--- src/rtl/boot_ld_pkg.sv ---
package boot_ld_pkg;

  typedef enum logic [3:0] {
    CMD_RX_ACK  = 4'd2,
    CMD_TX      = 4'd3,
    CMD_STOP    = 4'd5,
    CMD_RX_NACK = 4'd6,
    CMD_START   = 4'd9
  } bus_cmd_e;

  typedef enum logic [3:0] {
    ST_IDLE,
    ST_START_W,
    ST_DEV_W,
    ST_ADDR_HI,
    ST_ADDR_LO,
    ST_START_R,
    ST_DEV_R,
    ST_READ,
    ST_STOP,
    ST_DONE
  } step_e;

  localparam logic [3:0] DEV_FAMILY = 4'b1010;

endpackage

--- src/rtl/boot_addr_ctr.sv ---
module boot_addr_ctr #(
  parameter int W = 13
) (
  input  logic         clk,
  input  logic         rst,
  input  logic         inc_i,
  output logic [W-1:0] count_o,
  output logic         last_o
);
  always_ff @(posedge clk) begin
    if (rst)        count_o <= '0;
    else if (inc_i) count_o <= count_o + 1'b1;
  end

  assign last_o = &count_o;
endmodule

--- src/rtl/boot_busy_track.sv ---
module boot_busy_track (
  input  logic clk,
  input  logic rst,
  input  logic issue_i,
  input  logic busy_i,
  output logic done_o
);
  logic waiting_q, seen_q;

  assign done_o = waiting_q & seen_q & ~busy_i;

  always_ff @(posedge clk) begin
    if (rst) begin
      waiting_q <= 1'b0;
      seen_q    <= 1'b0;
    end else if (issue_i) begin
      waiting_q <= 1'b1;
      seen_q    <= 1'b0;
    end else if (done_o) begin
      waiting_q <= 1'b0;
      seen_q    <= 1'b0;
    end else if (waiting_q && busy_i) begin
      seen_q    <= 1'b1;
    end
  end
endmodule

--- src/rtl/boot_step_fsm.sv ---
module boot_step_fsm
  import boot_ld_pkg::*;
#(
  parameter int          ADDR_W     = 13,
  parameter logic [2:0]  DEV_SEL    = 3'b000,
  parameter logic [15:0] START_ADDR = 16'h0000
) (
  input  logic              clk,
  input  logic              rst,
  input  logic              prog_mode_i,
  input  logic              xfer_done_i,
  input  logic              ctr_last_i,
  input  logic [ADDR_W-1:0] ctr_val_i,
  input  logic [7:0]        rxd_i,
  output logic [3:0]        cmd_o,
  output logic              cmd_we_o,
  output logic [7:0]        txd_o,
  output logic              ctr_inc_o,
  output logic              sram_we_o,
  output logic [ADDR_W-1:0] sram_addr_o,
  output logic [7:0]        sram_wdata_o,
  output logic              load_done_o,
  output logic              cpu_hold_o
);
  localparam logic [7:0] DEV_WR = {DEV_FAMILY, DEV_SEL, 1'b0};
  localparam logic [7:0] DEV_RD = {DEV_FAMILY, DEV_SEL, 1'b1};

  step_e    step_q, next_step;
  logic     issue_q;
  bus_cmd_e step_cmd;
  logic [7:0] step_byte;

  always_comb begin
    step_cmd  = CMD_START;
    step_byte = 8'h00;
    next_step = step_q;
    case (step_q)
      ST_START_W: begin step_cmd = CMD_START; next_step = ST_DEV_W; end
      ST_DEV_W:   begin step_cmd = CMD_TX; step_byte = DEV_WR; next_step = ST_ADDR_HI; end
      ST_ADDR_HI: begin step_cmd = CMD_TX; step_byte = START_ADDR[15:8]; next_step = ST_ADDR_LO; end
      ST_ADDR_LO: begin step_cmd = CMD_TX; step_byte = START_ADDR[7:0]; next_step = ST_START_R; end
      ST_START_R: begin step_cmd = CMD_START; next_step = ST_DEV_R; end
      ST_DEV_R:   begin step_cmd = CMD_TX; step_byte = DEV_RD; next_step = ST_READ; end
      ST_READ: begin
        step_cmd  = ctr_last_i ? CMD_RX_NACK : CMD_RX_ACK;
        next_step = ctr_last_i ? ST_STOP : ST_READ;
      end
      ST_STOP:    begin step_cmd = CMD_STOP; next_step = ST_DONE; end
      default:    begin step_cmd = CMD_START; next_step = step_q; end
    endcase
  end

  assign ctr_inc_o = (step_q == ST_READ) && !issue_q && xfer_done_i;

  always_ff @(posedge clk) begin
    if (rst) begin
      step_q       <= ST_IDLE;
      issue_q      <= 1'b1;
      cmd_o        <= CMD_START;
      cmd_we_o     <= 1'b0;
      txd_o        <= 8'h00;
      sram_we_o    <= 1'b0;
      sram_addr_o  <= '0;
      sram_wdata_o <= 8'h00;
      load_done_o  <= 1'b0;
      cpu_hold_o   <= 1'b1;
    end else begin
      cmd_we_o  <= 1'b0;
      sram_we_o <= 1'b0;
      case (step_q)
        ST_IDLE: begin
          issue_q <= 1'b1;
          if (!prog_mode_i) step_q <= ST_START_W;
        end
        ST_DONE: ;
        default: begin
          if (issue_q) begin
            cmd_we_o <= 1'b1;
            cmd_o    <= step_cmd;
            txd_o    <= step_byte;
            issue_q  <= 1'b0;
          end else if (xfer_done_i) begin
            issue_q <= 1'b1;
            step_q  <= next_step;
            if (step_q == ST_READ) begin
              sram_we_o    <= 1'b1;
              sram_addr_o  <= ctr_val_i;
              sram_wdata_o <= rxd_i;
            end
            if (step_q == ST_STOP) begin
              load_done_o <= 1'b1;
              cpu_hold_o  <= 1'b0;
            end
          end
        end
      endcase
    end
  end
endmodule

--- src/rtl/boot_loader_seq.sv ---
module boot_loader_seq #(
  parameter int          ADDR_W     = 13,
  parameter logic [2:0]  DEV_SEL    = 3'b000,
  parameter logic [15:0] START_ADDR = 16'h0000
) (
  input  logic              clk,
  input  logic              rst,
  input  logic              prog_mode_i,
  output logic [3:0]        mst_cmd_o,
  output logic              mst_cmd_we_o,
  output logic [7:0]        mst_txd_o,
  input  logic              mst_busy_i,
  input  logic [7:0]        mst_rxd_i,
  output logic              sram_we_o,
  output logic [ADDR_W-1:0] sram_addr_o,
  output logic [7:0]        sram_wdata_o,
  output logic              load_done_o,
  output logic              cpu_hold_o
);
  logic              xfer_done, ctr_inc, ctr_last;
  logic [ADDR_W-1:0] ctr_val;

  boot_busy_track u_track (
    .clk     (clk),
    .rst     (rst),
    .issue_i (mst_cmd_we_o),
    .busy_i  (mst_busy_i),
    .done_o  (xfer_done)
  );

  boot_addr_ctr #(.W(ADDR_W)) u_ctr (
    .clk     (clk),
    .rst     (rst),
    .inc_i   (ctr_inc),
    .count_o (ctr_val),
    .last_o  (ctr_last)
  );

  boot_step_fsm #(
    .ADDR_W     (ADDR_W),
    .DEV_SEL    (DEV_SEL),
    .START_ADDR (START_ADDR)
  ) u_fsm (
    .clk          (clk),
    .rst          (rst),
    .prog_mode_i  (prog_mode_i),
    .xfer_done_i  (xfer_done),
    .ctr_last_i   (ctr_last),
    .ctr_val_i    (ctr_val),
    .rxd_i        (mst_rxd_i),
    .cmd_o        (mst_cmd_o),
    .cmd_we_o     (mst_cmd_we_o),
    .txd_o        (mst_txd_o),
    .ctr_inc_o    (ctr_inc),
    .sram_we_o    (sram_we_o),
    .sram_addr_o  (sram_addr_o),
    .sram_wdata_o (sram_wdata_o),
    .load_done_o  (load_done_o),
    .cpu_hold_o   (cpu_hold_o)
  );
endmodule

--- config.mk ---
export PLATFORM = sky130hd
export DESIGN_NAME = boot_loader_seq
export DESIGN_NICKNAME = d
export VERILOG_FILES = /design/src/rtl/boot_ld_pkg.sv /design/src/rtl/boot_addr_ctr.sv /design/src/rtl/boot_busy_track.sv /design/src/rtl/boot_step_fsm.sv /design/src/rtl/boot_loader_seq.sv
export SDC_FILE = /design/constraint.sdc
export NUM_CORES = 1
export LEC_CHECK = 0
export ABC_AREA = 1
export BUFFER_PORTS_ARGS = -buffer_cell sky130_fd_sc_hd__buf_2
export CAP_MARGIN = 40
export CORE_MARGIN = 5
export CORE_UTILIZATION = 55
export CTS_BUF_LIST = sky130_fd_sc_hd__clkbuf_8
export CTS_CLUSTER_SIZE = 30
export DETAILED_ROUTE_END_ITERATION = 8
export PLACE_DENSITY = 0.81
export SYNTH_ARGS = -nofsm -noshare
export SYNTH_HDL_FRONTEND = slang
export SYNTH_SLANG_ARGS = --single-unit
--- constraint.sdc ---
create_clock -name clk -period 1.7 [get_ports clk]
set_input_delay 0.425 -clock clk [delete_from_list [all_inputs] [get_ports clk]]
set_output_delay 0.425 -clock clk [all_outputs]
set_load 0.1 [all_outputs]
Yosys cells after proc, flatten, opt, wreduce, memory -nomap -nowiden
Index checks and enable logic that the tools add are counted.
{ "word_totals": {"ff_bits": 57, "latchBits": 0, "ramBits": 0, "mem_bits_ro": 0, "input_bits": 12, "output_inout_bits": 37, "wordCells": 66, "n_memories": 0} }
{ "op_classes": {"addsub": 1, "n_mul": 0, "div_mod_pow": 0, "magnitude_cmp": 0, "n_eq_ne": 11, "shift": 0, "muxes": 16, "bitwise_logic": 7, "n_reduce_logical": 18} }
{ "op_table": {"columns": ["cell", "count"], "rows": [
  ["one-hot mux 4 bit (8 select lines)", 1],
  ["equality test 4 x 3 -> 1 bit, second input constant", 4],
  ["two-way mux 4 bit", 4],
  ["one-hot mux 8 bit (2 select lines)", 1],
  ["adder 13 x 1 -> 13 bit, second input constant", 1],
  ["AND reduction 13 bit", 1],
  ["one-hot mux 4 bit (3 select lines)", 1],
  ["nonzero test 9 bit", 1],
  ["equality test 4 x 2 -> 1 bit, second input constant", 2],
  ["equality test 4 bit, second input constant", 2],
  ["one-hot mux 4 bit (2 select lines)", 1],
  ["AND reduction 4 bit", 2],
  ["two-way mux 1 bit", 6],
  ["OR reduction 3 bit", 2],
  ["NOT 1 bit", 5],
  ["AND reduction 5 bit", 1],
  ["OR reduction 5 bit", 1],
  ["equality test 4 x 1 -> 1 bit, second input constant", 1],
  ["logical NOT 4 bit", 1],
  ["!= test 2 bit, second input constant", 2],
  ["nonzero test 2 bit", 2],
  ["OR reduction 4 bit", 1],
  ["logical AND 1 bit", 3],
  ["two-way mux 3 bit", 1],
  ["other kinds (5)", 6]
]} }

Depth between registers and ports, before layout
{ "depth": {"depth_word": 6, "depth_mapped": 10, "ltp_nobuf": 10} }

By module
A second synthesis with hierarchy kept.
{ "unflattened": {"cells_unflattened": 324, "hier_area_um2": 2303.5} }
{ "modules_own_cells": {"columns": ["module", "n_inst", "cells_each", "area_each_um2", "seq_area_each_um2"], "rows": [
  ["boot_step_fsm", 1, 205, 1539.0, 720.7],
  ["boot_addr_ctr", 1, 106, 671.9, 260.2],
  ["boot_busy_track", 1, 13, 92.6, 40.0]
]} }

Worst setup path before layout
OpenSTA, ideal clock, no wires.
{ "synth_path": {"kind": "reg-to-output", "startpoint": "reg u_fsm.txd_o[5] (netlist name)", "endpoint": "out mst_txd_o[7]", "arrival_ps": 1374, "t_required_ps": 1275, "path_slack_ps": -99, "stages_incl_launch_ff": 2, "n_path_buf": 1, "cell_sequence": "dfxtp_1 buf_4"} }
{ "synth_lines": {"columns": ["item", "line", "source"], "rows": [
  ["end: declaration", "boot_loader_seq.sv:11", "output logic [7:0] mst_txd_o,"]
]} }

Final worst setup path
{ "layout_path": {"startpoint": "reg u_fsm.cmd_we_o", "endpoint": "out mst_cmd_we_o"} }
{ "layout_lines": {"columns": ["item", "line", "source"], "rows": [
  ["start: declaration", "boot_step_fsm.sv:16", "output logic cmd_we_o,"],
  ["start signal: assignment", "boot_step_fsm.sv:60", "cmd_we_o <= 1'b0;"],
  ["start signal: assignment", "boot_step_fsm.sv:68", "cmd_we_o <= 1'b0;"],
  ["start signal: assignment", "boot_step_fsm.sv:78", "cmd_we_o <= 1'b1;"],
  ["end: declaration", "boot_loader_seq.sv:10", "output logic mst_cmd_we_o,"]
]} }
No word-level cell between the ends.

==> impl_metrics.ini <==
[detailed_routing]
drc = 0
num_vias = 2046
ant_nets = 0
viasPerCell = 4.99
drt_iter0_drc = 99
dr.pass1.iters = 4
drt-total-wl_mm = 4.67
wl_per_cell_um = 11.4

[logic_synthesis]
synthDistinctLibCells = 28
yosysTopAreaCell = dfxtp_1
avgSynthCellArea_um2 = 7.07
synth_area_um2 = 2230
ys_warn_count = 0
synth_area_leaders = dfxtp_1 46%, nand2_1 12%, nor2_1 8.6%, a21oi_1 6.5%, o21ai_0 6.1%
synth_top_area_share_pct = 45.9
ys_seq_area_share_pct = 45.9
ys_ff_latch = 51
synth_cells = 315

[sta]
finalCritPeriodShare_pct = 92.1
min_period_ns = 1.56
hold_viol = 0
finalSetupTns_ns = 0
finClkSkew_ns = 0.0106
rsz0062_at_grt = false
setup_viol = 0
slew_viol_final = 0
whs_ns = 0.358
timing.fmax_mhz = 639

[hold_path]
holdPathStages = 3
hp-class = in2reg
whs_endpoint = u_fsm.sram_wdata_o[4]$_SDFFE_PP0P_
min_from = mst_rxd_i[4]

[power]
ir_worst_vdd_mv = 0.525
power_density_nw_per_um2 = 853
p_leak_uw = 0.00116

[grt]
grt_usage_pct = 18.2
grt_pass1_wl_mm = 7.75
grt_pass1_vias = 1856
antenna_found_initial = 0
overflow = 0
grt_max_degree = 28

[placed_design]
port_buffers = 43
placed_cells = 402
gp_congestion = 0.923
hpwl_mm = 3.47

[setup_path]
cp_max_fo = 4
critPathTopFamily = buffers and inverters
critPathMaxStageDelay_ns = 0.44
worstPathCellList = buf_2
cp.required_ns = 1.27
path_depth = 1
r2r_start = u_ctr.count_o[1]$_SDFFE_PP0P_
regToRegSetupSlack_ns = 0.19
critPathBufInv = 1
cp-start-kind = flip-flop
crit_type = reg2out
r2r-end = u_ctr.count_o[10]$_SDFFE_PP0P_
cpMaxStageDelayCell = buf_2
endpoint_kind = primary output
rr_worst_depth = 8
crit_arrival_ns = 1.14

[clock_network]
cts_tree = built
cts_hold_buf = 0
clock_latency_ns = 0.31
cts_resized = 0
cts_htree_levels = 2
cts.sinks = 51
cts_buffer_depth = 2
postCtsSetupBuffers = 0
numCtsBuffers = 5
cts_root_buf = clkbuf_8
clk_pin_slew_worst_paths_ns = 0.10

[floorplan]
ioPinCount = 49
dieArea_um2 = 5420
start_util_pct = 56.0
die_h_um = 73.6
die_w_um = 73.6
core_um2 = 3970
rows = 23

[finish]
final_common_cell = nand2_1
final_cell_mix = 73 x nand2_1, 51 x nor2_1, 50 x dfxtp_1
drive_above_1_share_pct = 18.6
syn_to_final_growth_pct = 16.1
nets = 372
instances_no_fill = 410
num_antenna_cells = 0

[status]
outcome = finished clean

[job]
drv_cap = 0
-- cells by family (layout without fill, tap and decap cells) --
| group | after synthesis | after routing | share of synthesized area [%] |
|---|---|---|---|
| buffers and inverters | 43 | 84 | 8.82 |
| other | 1 | 5 | 0.168 |
| AOI/OAI and AO/OA | 58 | 58 | 13.3 |
| adders and majority gates | 1 | 1 | 0.562 |
| xor gates and xnor gates | 3 | 3 | 1.18 |
| and+or+nand+nor | 158 | 158 | 30.1 |
| DFF | 51 | 51 | 45.9 |
-- power breakdown --
part,internal (uW),total (uW),switching (uW)
Clock,303,733,430
Combinational,49.8,247,197
Sequential,1210,1230,14.3
-- metal layers --
metal  GRT usage (%)  vias to the layer above  part of all wire (%)
li1                -                     1084                     -
met1            21.6                      915                    44
met2            31.9                       40                    48
met3            3.83                        7                   6.2
met4            6.64                        0                   1.7
met5               0                        -                     0
-- flip-flops by register name, indices dropped and copies added, names as in the netlist --
name,flops
u_ctr.count_o,13
u_fsm.sram_addr_o,13
u_fsm.sram_wdata_o,8
u_fsm.cmd_o,4
u_fsm.step_q,4
u_fsm.txd_o,2
u_fsm.cmd_we_o,1
u_fsm.cpu_hold_o,1
u_fsm.issue_q,1
u_fsm.load_done_o,1
u_fsm.sram_we_o,1
u_track.seen_q,1
u_track.waiting_q,1
-- cell type report --
type,instances,area [um2]
Clock buffer,5,68.8
Tap cell,50,62.6
Clock inverter,3,26.3
Inverter,25,93.8
Fill cell,366,1390
Timing Repair Buffer,51,288
Sequential cell,51,1020
Multi-Input combinational cell,225,1020
-- through the flow --
step | utilization [%] | cell area (um2) | setup WS [ns] | total power [uW]
2_1_floorplan | - | 2240 | 0.243 | 1460
3_3_place_gp | 62.7 | 2490 | 0.189 | 1500
3_5_place_dp | 62.7 | 2490 | 0.124 | 1500
4_1_cts | 65.1 | 2580 | 0.125 | 2220
5_1_grt | 65.1 | 2580 | 0.0421 | 2280
6_report | 65.1 | 2580 | 0.135 | 2210
-- worst max-delay path by stage --
| stage | startpoint | endpoint |
|---|---|---|
| 3_5_place_dp | mst_busy_i | u_ctr.count_o[3]$_SDFFE_PP0P_ |
| 3_3_place_gp | mst_busy_i | u_ctr.count_o[3]$_SDFFE_PP0P_ |
| 4_1_cts | u_fsm.cmd_we_o$_SDFF_PP0_ | mst_cmd_we_o |
| 6_report | u_fsm.cmd_we_o$_SDFF_PP0_ | mst_cmd_we_o |
| 2_1_floorplan | u_fsm.txd_o[5]$_SDFFE_PP0P_ | mst_txd_o[7] |
| 5_1_grt | u_fsm.step_q[3]$_SDFFE_PP0P_ | u_fsm.step_q[3]$_SDFFE_PP0P_ |
-- cells in the mapped netlist --
master	number
nand2_1	73
dfxtp_1	51
nor2_1	51
a21oi_1	29
o21ai_0	27
inv_1	24
nand3_1	17
buf_4	8
clkbuf_1	6
nor3_1	5
buf_2	3
nand4_1	3
nor2_4	2
xnor2_1	2
clkbuf_2	1
conb_1	1
ha_1	1
inv_2	1
nand2_2	1
nand2_4	1
nand3_2	1
nand3b_1	1
nor2_2	1
nor4_1	1
o21a_1	1
o21bai_1	1
or2_1	1
xor2_1	1
No activity file was read; power rests on OpenSTA's default activity.
